<file path="src/rtl/bus_switch_pkg.sv">
package bus_switch_pkg;
  parameter int unsigned NUM_CH  = 2;
  parameter int unsigned BYTE_W  = 8;
  parameter int unsigned SYNC_STAGES = 2;
  parameter int unsigned INT_LSB = 4;
  typedef logic [NUM_CH-1:0] ch_vec_t;
  typedef logic [BYTE_W-1:0] byte_t;
endpackage

</file>
<file path="src/rtl/bus_switch_sync.sv">
module bus_switch_sync #(
  parameter int unsigned WIDTH  = 2,
  parameter int unsigned STAGES = 2
) (
  input  logic             clk_i,
  input  logic             rst_ni,
  input  logic [WIDTH-1:0] d_i,
  output logic [WIDTH-1:0] q_o
);
  logic [WIDTH-1:0] stage_q [STAGES];

  // reset to released (high) level
  always_ff @(posedge clk_i or negedge rst_ni) begin
    if (!rst_ni) begin
      for (int i = 0; i < STAGES; i++) stage_q[i] <= '1;
    end else begin
      stage_q[0] <= d_i;
      for (int i = 1; i < STAGES; i++) stage_q[i] <= stage_q[i-1];
    end
  end

  assign q_o = stage_q[STAGES-1];
endmodule

</file>
<file path="src/rtl/bus_switch_sel.sv">
module bus_switch_sel
  import bus_switch_pkg::*;
(
  input  logic    clk_i,
  input  logic    rst_ni,
  input  logic    wr_stb_i,
  input  ch_vec_t wr_sel_i,
  input  logic    stop_i,
  output ch_vec_t en_o
);
  ch_vec_t pend_q, en_q, pend_nxt;

  // a write coinciding with STOP is applied by that STOP
  assign pend_nxt = wr_stb_i ? wr_sel_i : pend_q;

  always_ff @(posedge clk_i or negedge rst_ni) begin
    if (!rst_ni) begin
      pend_q <= '0;
      en_q   <= '0;
    end else begin
      pend_q <= pend_nxt;
      if (stop_i) en_q <= pend_nxt;
    end
  end

  assign en_o = en_q;
endmodule

</file>
<file path="src/rtl/bus_switch_ctrl.sv">
module bus_switch_ctrl
  import bus_switch_pkg::*;
(
  input  logic       clk_i,
  input  logic       rst_ni,
  input  logic       wr_stb_i,
  input  logic [7:0] wr_data_i,
  input  logic       stop_i,
  input  logic       rd_stb_i,
  input  logic [1:0] int_n_i,
  output logic [1:0] en_o,
  output logic [7:0] rd_data_o,
  output logic       int_oe_o
);
  ch_vec_t int_n_sync, int_act, en_w;
  byte_t   rd_q, rd_nxt;

  bus_switch_sync #(.WIDTH(NUM_CH), .STAGES(SYNC_STAGES)) u_sync (
    .clk_i (clk_i),
    .rst_ni(rst_ni),
    .d_i   (int_n_i),
    .q_o   (int_n_sync)
  );

  assign int_act = ~int_n_sync;

  bus_switch_sel u_sel (
    .clk_i   (clk_i),
    .rst_ni  (rst_ni),
    .wr_stb_i(wr_stb_i),
    .wr_sel_i(wr_data_i[NUM_CH-1:0]),
    .stop_i  (stop_i),
    .en_o    (en_w)
  );

  always_comb begin
    rd_nxt = '0;
    rd_nxt[NUM_CH-1:0] = en_w;
    rd_nxt[INT_LSB +: NUM_CH] = int_act;
  end

  always_ff @(posedge clk_i or negedge rst_ni) begin
    if (!rst_ni)       rd_q <= '0;
    else if (rd_stb_i) rd_q <= rd_nxt;
  end

  assign en_o      = en_w;
  assign rd_data_o = rd_q;
  assign int_oe_o  = |int_act;
endmodule

</file>
<file path="config.mk">
export PLATFORM = sky130hd
export DESIGN_NAME = bus_switch_ctrl
export DESIGN_NICKNAME = d
export VERILOG_FILES = /design/src/rtl/bus_switch_pkg.sv /design/src/rtl/bus_switch_sync.sv /design/src/rtl/bus_switch_sel.sv /design/src/rtl/bus_switch_ctrl.sv
export SDC_FILE = /design/constraint.sdc
export NUM_CORES = 1
export LEC_CHECK = 0
export ABC_CLOCK_PERIOD_IN_PS = 1600
export BUFFER_PORTS_ARGS = -buffer_cell sky130_fd_sc_hd__buf_2
export CORE_AREA = 2 2 39 41
export CTS_CLUSTER_DIAMETER = 100
export CTS_CLUSTER_SIZE = 24
export DETAILED_ROUTE_END_ITERATION = 6
export DIE_AREA = 0 0 41 43
export PLACE_DENSITY = 0.73
export RECOVER_POWER = 25
export SYNTH_ARGS = -nofsm -noshare
export SYNTH_HDL_FRONTEND = slang
export SYNTH_SLANG_ARGS = --single-unit
</file>
<file path="constraint.sdc">
create_clock -name clk_i -period 1.6 [get_ports clk_i]
set_input_delay 0.32 -clock clk_i [delete_from_list [all_inputs] [get_ports clk_i]]
set_output_delay 0.32 -clock clk_i [all_outputs]
set_load 0.01 [all_outputs]
</file>
==> impl_metrics.csv, run 1 <==
group,metric,value,unit
critical_path,worst_path_largest_cell_delay,0.53,ns
critical_path,path_depth,2,
route,wl_per_cell,10.4,µm
synth,yosys_register_bits,12,
grt,grt_max_degree,13,
critical_path,cp-start-kind,"register",
critical_path,worstRegToRegCells,2,
min_path,min_path_type,"primary input to register",
finish,antennaDiodeCount,0,
grt,grt_pass1_vias,249,
status,outcome,"completed",
cts,post_cts_buffers,0,
synth,yosysUniqueCellTypes,9,
sta,worst_pin_slew,0.640,ns
finish,fin_util,41.0,%
min_path,holdCritStartpoint,"int_n_i[1]",
route,ant_nets,0,
critical_path,crit-reg2reg-launch,"u_sel.pend_q[1]",
critical_path,crit_family,"flip-flops",
critical_path,slowest_stage,"dfstp_2",
cts,cts_sinks,12,
sta,drv_slew,0,
cts,clock_latency,0.26,ns
critical_path,arrival,0.97,ns
grt,grt_overflow,0,
route,drt-total-wl,653,µm
sta,fmax,776,MHz
sta,period_needed,1.29,ns
sta,hold_viol,0,
synth,postSynthCellCount,28,
floorplan,start_util,32.2,%
grt,grt_pass1_wl,1080,µm
critical_path,path_buf_inv,1,
route,num_vias,256,
critical_path,r2r_setup_slack,0.59,ns
power_and_ir_drop,peakVddDrop,0.000640,V
sta,post-route-period-util,80.6,%
cts,cts_buffer_depth,2,
floorplan,die_w,41,µm
cts,cts_tree,"done",
route,drt-initial-drc-count,3,
finish,nets,63,
route,firstDrtPassIters,4,
placed_design,numPortBuffers,15,
cts,path_clk_slew,0.07,ns
route,post-route-drc-count,0,
critical_path,crit_chain,"nand2_1 > buf_2",
cts,clockRootBuffer,"clkbuf_4",
critical_path,end_kind,"output port",
cts,cts_buffers,3,
floorplan,coreArea,0.00138,mm²
job,max_cap_viol_count,0,
min_path,min_path_cells,1,
power_and_ir_drop,p_leak,0.286,nW
floorplan,ioPinCount,26,
floorplan,placement_rows,14,
sta,relSlewSlack,57.4,%
critical_path,path_class,"register to output port",
min_path,hold_end,"u_sync.stage_q[3]",
critical_path,crit_path_max_fanout,2,
sta,finClkSkew,0.00182,ns
sta,fin_hold_ws,0.145,ns
sta,setup_viol,0,
finish,fin_cells,63,
grt,grt_antenna_before_repair,0,
power_and_ir_drop,cellPowerDensity,1210,mW/mm²
synth,synth_area_per_cell,15.9,µm²
sta,finalSetupTns,0,ns
cts,ctsHtreeMaxLevel,1,
synth,synth_warnings,0,
placed_design,placedCellCount,58,
finish,drive_gt1_share,59.6,%
grt,grt_use_total,10.1,%
floorplan,die_y,43,µm
route,via_per_inst,4.06,
floorplan,die-area,0.00176,mm²
placed_design,place_congestion,0.763,
synth,synth_area,445,µm²
critical_path,cp_data_required_time,1.28,ns
critical_path,r2r-end,"u_sel.en_o[1]",
placed_design,dp_hpwl,491,µm
sta,rsz0062_at_grt,"no",
finish,areaGrowthSynthToFinish,27.2,%
synth,synth_seq_area_share,68.5,%
-- stage by stage --
stage / instance area [µm²] / total power, mW / worst slack (ns)
floorplan: 457 / 0.415 / 0.628
global placement: 522 / 0.453 / 0.479
detailed placement: 522 / 0.456 / 0.458
CTS: 568 / 0.700 / 0.287
global route: 567 / 0.731 / 0.258
finish: 567 / 0.684 / 0.311
-- flip-flops by register name, summed over array words and instances (netlist names) --
signal          cells
rd_data_o           4
u_sel.en_o          2
u_sel.pend_q        2
u_sync.q_o          2
u_sync.stage_q      2
-- worst reg2reg max path: stages, from the launching register on --
cell	delay, ns
dfrtp_1	0.36
mux2_4	0.27
mux2_2	0.27
-- how the worst max path moves through the flow --
| stage | endpoint | startpoint |
|---|---|---|
| finish | int_oe_o | u_sync.q_o[0] |
| global route | int_oe_o | u_sync.q_o[1] |
| CTS | int_oe_o | u_sync.q_o[0] |
| detailed placement | u_sel.en_o[1] | wr_stb_i |
| global placement | u_sel.en_o[0] | wr_stb_i |
| floorplan | u_sel.en_o[0] | wr_stb_i |
-- cell usage after synthesis --
master	instances	share of area [%]
mux2i_1	2	4.5
dfrtp_1	8	45
dfstp_2	4	24
conb_1	1	0.84
buf_4	4	6.7
nand2_1	1	0.84
inv_1	2	1.7
mux2_2	4	10
mux2_4	2	6.7
-- layout by cell type (no fill, tap or decap), drive strengths merged --
| cell | count |
|---|---|
| buf | 14 |
| clkbuf | 5 |
| conb | 4 |
| dfrtp | 8 |
| dfstp | 4 |
| dlygate4sd3 | 1 |
| inv | 2 |
| mux2 | 6 |
| mux2i | 2 |
| nand2 | 1 |
-- metal layers --
layer	up-vias	routed length, µm	GRT usage, %
met3	2	38	3.14
met2	10	324	12.5
met5	-	0	0
met1	120	277	12.8
li1	124	-	-
met4	0	13	10.0
-- power by group --
group | internal (mW) | switching, mW | total (mW) | leakage, nW
combinational | 0.0493 | 0.0462 | 0.0955 | 0.130
sequential | 0.340 | 0.0160 | 0.356 | 0.136
clock | 0.138 | 0.0943 | 0.232 | 0.0210
total | 0.527 | 0.156 | 0.684 | 0.286
-- kinds of logic (layout without fill, tap and decap cells) --
kind of cell           count (synthesis)  in the layout  synth area share [%]
other                                  1              4                 0.842
buffers and inverters                  6             22                  8.43
flip-flops                            12             12                  68.5
multiplexers                           8              8                  21.3
AND/OR/NAND/NOR                        1              1                 0.842
-- repair_timing --
action                    in CTS  in global routing
hold buffers                   1                  0
gates resized for setup        0                  0
hold endpoints to repair       8                  0
-- layout make-up --
type,count,area [µm²]
clock buffers,4,36.3
inverters,2,7.51
multi-input cells,13,114
repair buffers,16,83.8
well taps,16,20.0
fillers,131,817
flip-flops and latches,12,305
(Power assumes the default switching activity.)
==> run 2, diff against run 1 <==
Settings changed: ABC_CLOCK_PERIOD_IN_PS 1600 to 1130, PLACE_DENSITY 0.73 to 0.75.
Clock period 1.6 ns to 1.13 ns, I/O delays scaled along.
==> run 2 against run 1 <==
Against the previous run: the run now ends with negative setup slack left; sequential power rose by 41%; clock skew about the same; final cell count up 1.6%; highest routed layer unchanged.
==> impl_metrics.csv, run 2 (synthesis gave the netlist of run 1 again) <==
group,metric,value,unit
status,outcome,"complete, but fails checks",
status,failed_checks,"negative setup slack",
cts,clock_latency,0.26,ns
critical_path,crit_path_max_fanout,2,
floorplan,coreArea,0.00138,mm²
sta,layout_setup_ws,-0.0600,ns
finish,final_common_cell,"buf_2",
finish,areaGrowthSynthToFinish,28.9,%
floorplan,start_util,32.2,%
finish,antennaDiodeCount,0,
route,dr_wl_met3,49,µm
floorplan,die-area,0.00176,mm²
critical_path,arrival,0.96,ns
finish,layout_common_cells,"buf_2, dfrtp_1, mux2_2, conb_1, dfstp_2",
route,wl_per_cell,9.64,µm
route,post-route-drc-count,0,
critical_path,r2r-end,"u_sel.en_o[0]",
cts,cts_tree,"done",
route,firstDrtPassIters,2,
cts,cts_sinks,12,
critical_path,worstRegToRegCells,2,
route,dr_wl_met2,275,µm
route,met1Wirelength,265,µm
power_and_ir_drop,peakVddDrop,0.000701,V
sta,finClkSkew,0.00185,ns
sta,post-route-period-util,105,%
sta,rsz0062_at_grt,"yes",
grt,grt_max_degree,13,
power_and_ir_drop,cellPowerDensity,1680,mW/mm²
sta,period_needed,1.19,ns
critical_path,crit_start,"u_sync.q_o[1]",
power_and_ir_drop,intPower,0.749,mW
cts,cts_buffers,3,
min_path,holdCritStartpoint,"int_n_i[0]",
cts,ctsHtreeMaxLevel,1,
placed_design,numPortBuffers,15,
route,ant_nets,0,
finish,drive_gt1_share,60.4,%
power_and_ir_drop,netSwitchingFraction,22.2,%
floorplan,die_y,43,µm
power_and_ir_drop,p_switching,0.213,mW
route,drt-initial-drc-count,1,
route,via_per_inst,3.98,
route,drt-total-wl,617,µm
grt,grt_pass1_vias,231,
critical_path,end_kind,"output port",
floorplan,placement_rows,14,
route,num_vias,255,
power_and_ir_drop,clkPwrFrac,33.7,%
sta,fin_hold_ws,0.0582,ns
sta,worst_pin_slew,0.591,ns
sta,hold_viol,0,
sta,setup_viol,1,
power_and_ir_drop,combinationalPowerShare,14.1,%
placed_design,place_congestion,0.736,
min_path,min_path_type,"primary input to register",
cts,cts_buffer_depth,2,
job,max_cap_viol_count,0,
cts,clockRootBuffer,"clkbuf_4",
sta,relSlewSlack,60.6,%
sta,fmax,840,MHz
floorplan,ioPinCount,26,
grt,grt_pass1_wl,1000,µm
finish,fin_util,41.5,%
critical_path,setup.worst_path.end,"int_oe_o",
finish,largest_register_ffs,4,
power_and_ir_drop,p_leak,0.291,nW
critical_path,r2r_setup_slack,0.13,ns
placed_design,pre_cts_ws,0.0993,ns
grt,grt_use_total,9.69,%
sta,drv_slew,0,
finish,nets,64,
route,top_layer_used,"met4",
critical_path,cp_data_required_time,0.90,ns
grt,grt_antenna_before_repair,0,
critical_path,path_class,"register to output port",
critical_path,cp-start-kind,"register",
critical_path,crit-reg2reg-launch,"u_sel.pend_q[0]",
power_and_ir_drop,power_frac_seq,52.2,%
grt,grt_overflow,0,
cts,path_clk_slew,0.07,ns
floorplan,die_w,41,µm
cts,cts_resized,0,
## run 2: cell types whose count changed in the layout (fill, tap and decap cells not counted), sizes merged
cell	previous run	this run
buf	14	15
## run 2: per-stage QoR
step	cells	area, µm²	TNS [ns]	power (mW)
floorplan	31	457	0	0.587
global placement	58	522	0	0.640
detailed placement	58	522	0	0.644
CTS	63	568	-0.0726	0.980
global route	64	574	-0.102	1.03
finish	64	574	-0.0600	0.962
## run 2: how the worst min path moves through the flow
stage               cells past startpoint           endpoint  slack [ns]
finish                                  1  u_sync.stage_q[2]        0.06
global route                            1  u_sync.stage_q[3]        0.04
CTS                                     1  u_sync.stage_q[2]        0.04
detailed placement                      1    u_sel.pend_q[1]        0.11
global placement                        1    u_sel.pend_q[1]        0.11
floorplan                               0       rd_data_o[0]       -0.07
## run 2: cell type report
cell class	count	area, µm²
Fill cell	137	810
Sequential cell	12	305
Inverter	2	7.51
Clock buffer	4	36.3
Timing Repair Buffer	17	91.3
Tap cell	16	20.0
Multi-Input combinational cell	13	114
## run 2: metal layers
layer | vias to the layer above | track usage, %
li1 | 122 | -
met1 | 119 | 11.2
met4 | 0 | 14.0
met5 | - | 0
met3 | 2 | 3.14
met2 | 12 | 10.9
## run 2: timing repair
item / in CTS / in global routing
hold endpoints to repair: 8 / 0
pin swaps: 1 / 0
setup endpoints to repair: 1 / 1
hold buffers: 1 / 0
setup buffers: 0 / 1
## run 2: power by group through the flow
stage | sequential (mW) | combinational [mW] | clock [mW]
CTS | 0.502 | 0.137 | 0.341
finish | 0.502 | 0.136 | 0.324
global route | 0.509 | 0.152 | 0.370
floorplan | 0.525 | 0.0620 | 0
global placement | 0.508 | 0.132 | 0
detailed placement | 0.511 | 0.134 | 0
## run 2: worst max-delay path, cell delays in order, from the launching register on
cell	delay [ns]
dfstp_2	0.53
nand2_1	0.05
buf_2	0.13
